==> config.mk <==
export PLATFORM = sky130hd
export DESIGN_NAME = alu_flag_unit
export DESIGN_NICKNAME = d
export VERILOG_FILES = /design/src/rtl/alu_pkg.sv /design/src/rtl/alu_ctrl.sv /design/src/rtl/alu_datapath.sv /design/src/rtl/alu_flag_unit.sv
export SDC_FILE = /design/constraint.sdc
export NUM_CORES = 1
export LEC_CHECK = 0
export ABC_AREA = 1
export BUFFER_PORTS_ARGS = -buffer_cell sky130_fd_sc_hd__buf_4
export CAP_MARGIN = 10
export CORE_MARGIN = 2
export CORE_UTILIZATION = 30
export CTS_BUF_LIST = sky130_fd_sc_hd__clkbuf_4 sky130_fd_sc_hd__clkbuf_8
export CTS_CLUSTER_SIZE = 8
export DETAILED_ROUTE_END_ITERATION = 16
export MAX_ROUTING_LAYER = met4
export PLACE_DENSITY_LB_ADDON = 0.15
export SYNTH_ARGS = -nofsm -noshare
export SYNTH_HDL_FRONTEND = slang
export SYNTH_SLANG_ARGS = --single-unit
export TNS_END_PERCENT = 100
==> constraint.sdc <==
create_clock -name clk -period 3 [get_ports clk]
set_input_delay 0.15 -clock clk [delete_from_list [all_inputs] [get_ports clk]]
set_output_delay 0.15 -clock clk [all_outputs]
set_load 0.05 [all_outputs]
==> src/rtl/alu_pkg.sv <==
package alu_pkg;

  typedef enum logic [3:0] {
    OP_ADDS  = 4'd0,
    OP_ADDU  = 4'd1,
    OP_SUBS  = 4'd2,
    OP_SUBU  = 4'd3,
    OP_AND   = 4'd4,
    OP_ANDH  = 4'd5,
    OP_ANDN  = 4'd6,
    OP_ANDNH = 4'd7,
    OP_OR    = 4'd8,
    OP_ORH   = 4'd9,
    OP_XOR   = 4'd10,
    OP_XORH  = 4'd11,
    OP_SHL   = 4'd12,
    OP_SHR   = 4'd13,
    OP_SHRA  = 4'd14,
    OP_SHRD  = 4'd15
  } aluOp_e;

  typedef enum logic [1:0] {
    U_ARITH = 2'd0,
    U_LOGIC = 2'd1,
    U_SHIFT = 2'd2
  } unit_e;

  typedef enum logic [1:0] {
    L_AND = 2'd0,
    L_OR  = 2'd1,
    L_XOR = 2'd2
  } logicOp_e;

  typedef enum logic [1:0] {
    S_LEFT   = 2'd0,
    S_RIGHT  = 2'd1,
    S_ARITH  = 2'd2,
    S_DOUBLE = 2'd3
  } shiftOp_e;

  typedef struct packed {
    unit_e    unit;
    logic     subtract;
    logic     signedMode;
    logic     highImm;
    logic     invertSrc1;
    logicOp_e logicOp;
    shiftOp_e shiftOp;
    logic     ccWr;
    logic     ofWr;
    logic     scWr;
  } aluCtrl_t;

endpackage

==> src/rtl/alu_ctrl.sv <==
module alu_ctrl
  import alu_pkg::*;
(
  input  logic       valid,
  input  logic [3:0] opcode,
  output aluCtrl_t   strobes
);

  always_comb begin
    strobes = '0;
    case (aluOp_e'(opcode))
      OP_ADDS: begin
        strobes.unit       = U_ARITH;
        strobes.signedMode = 1'b1;
        strobes.ccWr       = valid;
        strobes.ofWr       = valid;
      end
      OP_ADDU: begin
        strobes.unit = U_ARITH;
        strobes.ccWr = valid;
        strobes.ofWr = valid;
      end
      OP_SUBS: begin
        strobes.unit       = U_ARITH;
        strobes.subtract   = 1'b1;
        strobes.signedMode = 1'b1;
        strobes.ccWr       = valid;
        strobes.ofWr       = valid;
      end
      OP_SUBU: begin
        strobes.unit     = U_ARITH;
        strobes.subtract = 1'b1;
        strobes.ccWr     = valid;
        strobes.ofWr     = valid;
      end
      OP_AND, OP_ANDH, OP_ANDN, OP_ANDNH: begin
        strobes.unit       = U_LOGIC;
        strobes.logicOp    = L_AND;
        strobes.highImm    = opcode[0];
        strobes.invertSrc1 = opcode[1];
        strobes.ccWr       = valid;
      end
      OP_OR, OP_ORH: begin
        strobes.unit    = U_LOGIC;
        strobes.logicOp = L_OR;
        strobes.highImm = opcode[0];
        strobes.ccWr    = valid;
      end
      OP_XOR, OP_XORH: begin
        strobes.unit    = U_LOGIC;
        strobes.logicOp = L_XOR;
        strobes.highImm = opcode[0];
        strobes.ccWr    = valid;
      end
      OP_SHL: begin
        strobes.unit    = U_SHIFT;
        strobes.shiftOp = S_LEFT;
      end
      OP_SHR: begin
        strobes.unit    = U_SHIFT;
        strobes.shiftOp = S_RIGHT;
        strobes.scWr    = valid;
      end
      OP_SHRA: begin
        strobes.unit    = U_SHIFT;
        strobes.shiftOp = S_ARITH;
      end
      default: begin
        strobes.unit    = U_SHIFT;
        strobes.shiftOp = S_DOUBLE;
      end
    endcase
  end

  // at most one of arithmetic / logic / shift-count writes per cycle
  always_comb begin
    AST_ONE_STATE_CLASS: assert ($onehot0({strobes.ccWr & ~strobes.ofWr, strobes.ofWr, strobes.scWr}));
  end

endmodule

==> src/rtl/alu_datapath.sv <==
module alu_datapath
  import alu_pkg::*;
#(
  parameter int DATA_W  = 32,
  parameter int IMM_W   = 16,
  parameter int SHAMT_W = $clog2(DATA_W)
) (
  input  logic               clk,
  input  logic               rstN,
  input  aluCtrl_t           strobes,
  input  logic [DATA_W-1:0]  srcA,
  input  logic [DATA_W-1:0]  srcB,
  input  logic [IMM_W-1:0]   imm,
  output logic [DATA_W-1:0]  result,
  output logic               ccFlag,
  output logic               ofFlag,
  output logic [SHAMT_W-1:0] shiftCount
);

  localparam int MSB    = DATA_W - 1;
  localparam int PAIR_W = 2 * DATA_W;
  localparam int LOW_W  = DATA_W - IMM_W;

  // ---------------- arithmetic: one adder, operand inverted for subtract
  logic [DATA_W-1:0] addOperand;
  logic [DATA_W:0]   sumWide;
  logic [DATA_W-1:0] sumRes;
  logic [DATA_W-1:0] negA;
  logic              carryTop;
  logic              carryBelow;
  logic              signedOvf;
  logic              arithCc;
  logic              arithOf;

  assign addOperand = strobes.subtract ? ~srcB : srcB;
  assign sumWide    = {1'b0, srcA} + {1'b0, addOperand} + {{DATA_W{1'b0}}, strobes.subtract};
  assign sumRes     = sumWide[MSB:0];
  assign carryTop   = sumWide[DATA_W];
  assign carryBelow = srcA[MSB] ^ addOperand[MSB] ^ sumRes[MSB];
  assign signedOvf  = carryTop ^ carryBelow;
  assign negA       = '0 - srcA;

  always_comb begin
    unique case ({strobes.subtract, strobes.signedMode})
      2'b01:   arithCc = $signed(srcB) < $signed(negA);
      2'b11:   arithCc = $signed(srcB) > $signed(srcA);
      default: arithCc = carryTop;
    endcase
    if (strobes.signedMode)    arithOf = signedOvf;
    else if (strobes.subtract) arithOf = ~carryTop;
    else                       arithOf = carryTop;
  end

  // ---------------- bitwise unit
  logic [DATA_W-1:0] highVal;
  logic [DATA_W-1:0] firstSel;
  logic [DATA_W-1:0] firstOp;
  logic [DATA_W-1:0] logicRes;

  assign highVal  = {imm, {LOW_W{1'b0}}};
  assign firstSel = strobes.highImm ? highVal : srcA;
  assign firstOp  = strobes.invertSrc1 ? ~firstSel : firstSel;

  always_comb begin
    case (strobes.logicOp)
      L_OR:    logicRes = firstOp | srcB;
      L_XOR:   logicRes = firstOp ^ srcB;
      default: logicRes = firstOp & srcB;
    endcase
  end

  // ---------------- shifter
  logic [SHAMT_W-1:0] shamt;
  logic [PAIR_W-1:0]  pairVal;
  logic [PAIR_W-1:0]  pairShifted;
  logic [DATA_W-1:0]  shiftRes;

  assign shamt       = srcA[SHAMT_W-1:0];
  assign pairVal     = {srcA, srcB};
  assign pairShifted = pairVal >> shiftCount;

  always_comb begin
    case (strobes.shiftOp)
      S_LEFT:  shiftRes = srcB << shamt;
      S_RIGHT: shiftRes = srcB >> shamt;
      S_ARITH: shiftRes = $unsigned($signed(srcB) >>> shamt);
      default: shiftRes = pairShifted[DATA_W-1:0];
    endcase
  end

  // ---------------- result select
  always_comb begin
    case (strobes.unit)
      U_LOGIC: result = logicRes;
      U_SHIFT: result = shiftRes;
      default: result = sumRes;
    endcase
  end

  // ---------------- architectural state
  logic ccNext;
  assign ccNext = (strobes.unit == U_ARITH) ? arithCc : (logicRes == '0);

  always_ff @(posedge clk or negedge rstN) begin
    if (!rstN) begin
      ccFlag     <= 1'b0;
      ofFlag     <= 1'b0;
      shiftCount <= '0;
    end else begin
      if (strobes.ccWr) ccFlag     <= ccNext;
      if (strobes.ofWr) ofFlag     <= arithOf;
      if (strobes.scWr) shiftCount <= shamt;
    end
  end

  AST_SC_LOAD: assert property (@(posedge clk) disable iff (!rstN)
    strobes.scWr |=> shiftCount == $past(shamt));
  AST_OF_HOLD: assert property (@(posedge clk) disable iff (!rstN)
    (strobes.unit != U_ARITH) |=> $stable(ofFlag));

endmodule

==> src/rtl/alu_flag_unit.sv <==
module alu_flag_unit
  import alu_pkg::*;
#(
  parameter int DATA_W  = 32,
  parameter int IMM_W   = 16,
  parameter int SHAMT_W = $clog2(DATA_W)
) (
  input  logic               clk,
  input  logic               rstN,
  input  logic               valid,
  input  logic [3:0]         opcode,
  input  logic [DATA_W-1:0]  srcA,
  input  logic [DATA_W-1:0]  srcB,
  input  logic [IMM_W-1:0]   imm,
  output logic [DATA_W-1:0]  result,
  output logic               ccFlag,
  output logic               ofFlag,
  output logic [SHAMT_W-1:0] shiftCount
);

  aluCtrl_t strobes;

  alu_ctrl i_ctrl (
    .valid   (valid),
    .opcode  (opcode),
    .strobes (strobes)
  );

  alu_datapath #(
    .DATA_W  (DATA_W),
    .IMM_W   (IMM_W),
    .SHAMT_W (SHAMT_W)
  ) i_datapath (
    .clk        (clk),
    .rstN       (rstN),
    .strobes    (strobes),
    .srcA       (srcA),
    .srcB       (srcB),
    .imm        (imm),
    .result     (result),
    .ccFlag     (ccFlag),
    .ofFlag     (ofFlag),
    .shiftCount (shiftCount)
  );

  AST_IDLE_HOLDS: assert property (@(posedge clk) disable iff (!rstN)
    !valid |=> $stable({ccFlag, ofFlag, shiftCount}));
  AST_SC_ONLY_SHR: assert property (@(posedge clk) disable iff (!rstN)
    !(valid && opcode == OP_SHR) |=> $stable(shiftCount));
  AST_ADDU_SAME: assert property (@(posedge clk) disable iff (!rstN)
    (valid && opcode == OP_ADDU) |=> ccFlag == ofFlag);
  AST_SUBU_OPPOSITE: assert property (@(posedge clk) disable iff (!rstN)
    (valid && opcode == OP_SUBU) |=> ccFlag != ofFlag);
  AST_SHIFT_KEEPS_CC: assert property (@(posedge clk) disable iff (!rstN)
    (opcode[3:2] == 2'b11) |=> $stable(ccFlag));
  AST_ZERO_SETS_CC: assert property (@(posedge clk) disable iff (!rstN)
    (valid && opcode[3:2] != 2'b11 && opcode[3:2] != 2'b00 && result == '0) |=> ccFlag);

endmodule

* Word level (Yosys, flattened, before mapping)
Cells that the tools add are included.
** Cells by class
- Mux-type cells :: 20
- Bitwise gates (word level) :: 9
- Add/sub/neg operators :: 3
- Eq/ne operators :: 22
- Order comparisons :: 2
- Reduce and logical (&&, ||, !) cells :: 13
- Shift operators :: 4
** Operators with widths (count)
- case mux 32 bit (2 select lines) :: 2
- two-way mux 32 bit :: 3
- case mux 32 bit (3 select lines) :: 1
- NOT 32 bit :: 2
- >> shifter 64 x 5 -> 32 bit :: 1
- adder 32 x 32 -> 33 bit :: 1
- adder 33 x 1 -> 33 bit :: 1
- AND 32 bit :: 1
- > comparator 32 bit :: 1
- zero test 32 bit :: 1
- less-than comparator 32 bit :: 1
- OR 32 bit :: 1
- << shifter 32 x 5 -> 32 bit :: 1
- >> shifter 32 x 5 -> 32 bit :: 1
- >>> shifter 32 x 5 -> 32 bit :: 1
- subtractor 1 x 32 -> 32 bit (first input constant) :: 1
- bitwise XOR 32 bit :: 1
- == test 4 bit (second input constant) :: 7
- == test 4 x 3 -> 1 bit (second input constant) :: 4
- OR reduction 13 bit :: 1
- OR reduction 12 bit :: 1
- two-way mux 1 bit :: 10
- == test 2 x 1 -> 1 bit (second input constant) :: 4
- == test 2 bit (second input constant) :: 4
- other kinds (12) :: 21
** Storage, ports and cells
- Register bits :: 7

* Longest topological paths before layout
- Word-level depth :: 10
- Depth in mapped cells :: 26
- Depth with buffers taken out :: 25

* Modules after synthesis
Synthesis repeated with hierarchy kept, for this count alone.
** Second synthesis, totals
- Cell total of the unflattened synthesis :: 2782
- Area total of the unflattened synthesis :: 14401.3 µm²
** By module, submodules not included
- alu_datapath :: area an instance 14301.2 µm², instances 1, cells an instance 2759
- alu_ctrl :: area an instance 100.1 µm², instances 1, cells an instance 23

* Worst setup path after synthesis
OpenSTA, ideal clock, no wires.
- Path type :: input port to flip-flop
- Start point :: in srcA[1]
- End point :: reg i_datapath.ccFlag
- Buffers on the path :: 2
- Setup slack :: -0.370 ns
- Required time :: 2.923 ns
- Arrival time :: 3.293 ns
- Stages on the path :: 24
- Library setup time :: 0.077 ns
- Cell sequence :: inv_1 -> buf_2 -> buf_1 -> ha_1 -> nand2_1 -> nor3_2 -> nand2_2 -> nor3_4 -> nand2_2 -> nor3_2 -> nand4_1 -> nor2_1 -> xor2_1 -> ha_1 -> nand4_1 -> nor3_1 -> nand2_1 -> nor3_1 -> nand2_1 -> nand3_1 -> nand3_1 -> nand3_1 -> nand2_1 -> a21oi_1
** Between the ends
- Word-level cells in the longest chain between the ends :: 7
- Elaborated cells on any way between the ends :: 15
- Those cells by class :: add/sub (3); order compare (2); mux (5); bitwise (4); reduce/logical (1)
** Ends and longest elaborated chain
- start, declared :: line alu_flag_unit.sv:12 : input logic [DATA_W-1:0] srcA,
- parallel branches: the longest is 6 deep, another holds adder 32 x 32 -> 33 bit
- two-way mux 1 bit * :: line alu_datapath.sv:102 : assign ccNext = (strobes.unit == U_ARITH) ? arithCc : (logicRes == '0);
- end signal, assigned :: line alu_datapath.sv:110 : if (strobes.ccWr) ccFlag <= ccNext;
- end, declared :: line alu_datapath.sv:15 : output logic ccFlag,
Every way passes the cells marked *.
A chain may end at the register's enable or synchronous reset.

* Worst setup path after layout
- Start point :: reg i_datapath.shiftCount[0]
- End point :: out result[21]
** Between the ends
- Word-level cells in the longest chain between the ends :: 3
** Ends and longest elaborated chain
- start, declared :: line alu_datapath.sv:17 : output logic [SHAMT_W-1:0] shiftCount
- start signal, assigned :: line alu_datapath.sv:112 : if (strobes.scWr) shiftCount <= shamt;
- >> shifter 64 x 5 -> 32 bit :: line alu_datapath.sv:80 : assign pairShifted = pairVal >> shiftCount;
- case mux 32 bit (3 select lines) :: line alu_datapath.sv:83 : case (strobes.shiftOp)
- case mux 32 bit (2 select lines) :: line alu_datapath.sv:93 : case (strobes.unit)
- end, declared :: line alu_flag_unit.sv:15 : output logic [DATA_W-1:0] result,
Every way passes these cells.

==> metrics.txt <==
number of antenna violations at the first check in global routing=4; worst path cell trace=buf_12, clkbuf_16, o21ai_0, o21ai_0, o211ai_1, nand3_1, nand3_1, nand3_2, o211ai_1, buf_4; Setup TNS Final=-0.890 ns; vias after detailed routing=20952; global-route wire length before repair=127000 µm; mean routed wirelength per cell=24.4 µm; Synthesized Nets=2881; Final WS setup=-0.183 ns; achievable clock frequency=314 MHz; most frequent cells in the layout=nand2_1, buf_4, o21ai_0; leakage power of the design=0.0107 µW; RSZ-0062 raised after global routing=yes; Die Height=221 µm; CP Capture Type=output port; slew margin rel.=0.565; initial core utilization=0.304; worst reg2reg path endpoint=i_datapath.shiftCount[0]$_DFFE_PN0P_; Top FF cell, synth=dfrtp_1; Netlist Area Pre-Place=14200 µm²; drt drc=0; largest fanout of any net on the critical path=15; Cell Rows=79; data required time at the worst endpoint=2.85 ns; post-detailed-routing wire length=91100 µm; register bit count reported by yosys=7; number of max-cap violations=0; R2R cell count=4; highest-delay cell along the critical path=dfrtp_4; area growth from synthesis to layout=52.9%; area of the die=49000 µm²; Crit Path Class=flop to output port; R2R Setup Slk=1.91 ns; startpoint class of the critical path=flop; setup violators final=14; peak supply drop=0.000568 V; clock slew at the register clock pins of the worst setup and hold paths=0.08 ns; post-placement setup slack=-0.450 ns; total clock sinks=7; number of flops mapped to enable cells by yosys=0; kind of cell adding the most delay to the critical path=compound AO/OA/AOI/OAI gates; global routing usage summed across all routing layers=0.354; CTS tree=built; Routed Antenna Nets=0; Warnings, synthesis=0; Tightest Hold Check Type=input pin to async pin; width of the die=221 µm; Slew Limit Fails=0; number of buffers inserted during clock tree synthesis=3; largest net degree at the start of global routing=103; count of mapped cells out of synthesis=2630; final instance area=21700 µm²; Clock Root Buffer=clkbuf_8; Pre-Repair DR Iteration Count=6; data arrival time of the critical path=3.03 ns; violations in the final reports=setup timing; maximum buffer depth of the clock tree=2; clock skew after layout=0 ns; worst hold slack across all endpoints=0.257 ns; Unique masters post-synth=49; post-detailed-placement cell area=18700 µm²; total grt overflow=0; count of boundary I/O pins=126; starting DRC count in detailed routing=2430; total half-perimeter wirelength after legalization and detailed placement=72300 µm; detailed-route vias per instance=5.62; launching instance or port of the critical path=i_datapath.shiftCount[0]$_DFFE_PN0P_; start of the worst register-to-register path=i_datapath.shiftCount[0]$_DFFE_PN0P_; final worst-path cycle share=1.06; power density of the placed cells=331 nW/µm²; number of global-route vias before repair=19413; longest individual stage delay on the worst path=0.50 ns; fraction of layout instances using a drive strength above 1=0.337; endpoints failing hold=0; transition time at the pin with the least slew margin=0.646 ns; most frequent standard cell in the layout excluding fill and tap cells=nand2_1; share of synthesized registers carrying an async set or reset=1.00; worst-skew pair later-pin latency=0.27 ns; buffers and inverters on the worst path=3; average instance area after synthesis=5.38 µm²; sequential element share of the synthesized area=0.0124; count of buffers from port buffering=125; clock period minus worst slack=3.18 ns; routability congestion estimate from global placement=1.18; CORE AREA=46600 µm²; deepest level of the CTS H-tree=1; result of the run=finished with violations; nets@finish=3367
[worst max path at each step]
stage / to / cells after the start
6_report: result[21] / 10
3_5_place_dp: result[30] / 20
4_1_cts: result[29] / 23
2_1_floorplan: i_datapath.ccFlag$_DFFE_PN0P_ / 24
5_1_grt: result[23] / 19
3_3_place_gp: i_datapath.ccFlag$_DFFE_PN0P_ / 24
[cell type report]
cell class	count	area (µm²)
Fill cell	4907	24900
Multi-Input combinational cell	2230	14100
Timing Repair Buffer	639	5620
Inverter	235	901
Tap cell	607	759
Sequential cell	7	184
Clock buffer	4	48.8
Antenna cell	4	10.0
[synthesized netlist by cell type, types with 7 or more instances]
cell | n | area (µm²)
nor2_1 | 156 | 586
a21oi_1 | 141 | 706
nand2_1 | 766 | 2880
buf_1 | 14 | 52.6
inv_2 | 7 | 26.3
nand4_1 | 24 | 150
clkbuf_1 | 92 | 345
xor2_1 | 107 | 937
nand3_1 | 217 | 1090
or2_2 | 56 | 350
a21o_1 | 10 | 75.1
ha_1 | 163 | 2040
dfrtp_1 | 7 | 175
o21ai_1 | 16 | 80.1
buf_2 | 43 | 215
nor3_1 | 20 | 100
o21bai_1 | 8 | 60.1
mux2i_1 | 25 | 250
inv_1 | 224 | 841
o21a_1 | 15 | 113
a31oi_1 | 7 | 43.8
o21ai_0 | 347 | 1740
o211ai_1 | 99 | 743
[kinds of logic after synthesis]
group | synth area share
buf+inv | 0.111
xor+xnor | 0.0686
flops | 0.0124
simple gates | 0.386
compound gates | 0.258
mux | 0.0177
fa+ha+maj | 0.145
[routing by layer]
metal / GRT usage / up-vias / wire length (µm)
li1: - / 9774 / -
met2: 0.554 / 1026 / 40600
met4: 0.136 / 0 / 4640
met5: - / - / 0
met1: 0.457 / 9952 / 38000
met3: 0.0538 / 200 / 7760
[state kept, by name (all words and copies together), names as in the netlist]
signal and cells:
i_datapath.ccFlag 1, i_datapath.shiftCount 5, i_datapath.ofFlag 1
[worst register-to-register path, stage by stage (launching register included)]
cell	delay (ns)
dfrtp_4	0.50
buf_12	0.16
buf_4	0.17
nand2_1	0.06
o21ai_0	0.07
[report_power, final]
part	total [µW]	internal (µW)	switching [µW]
sequential	142	118	24.0
clock	182	103	79.0
combinational	6840	2700	4150
total	7170	2920	4250
[through the flow]
step           total power, µW  cells   util
3_3_place_gp              5810   3642  0.403
3_5_place_dp              5830   3642  0.403
2_1_floorplan             3330   2630      -
4_1_cts                   6260   3677  0.421
5_1_grt                   7610   3726  0.465
6_report                  7170   3726  0.465
[timing repair]
action | in CTS | in global routing
buffers inserted | 28 | 36
endpoints found under the setup margin | 34 | 34
endpoints found under the hold margin | 7 | 0
pin swaps | 36 | 159
hold buffers | 1 | 0
cloned | 2 | 11
gates resized for setup | 171 | 425
(Power assumes the default switching activity.)
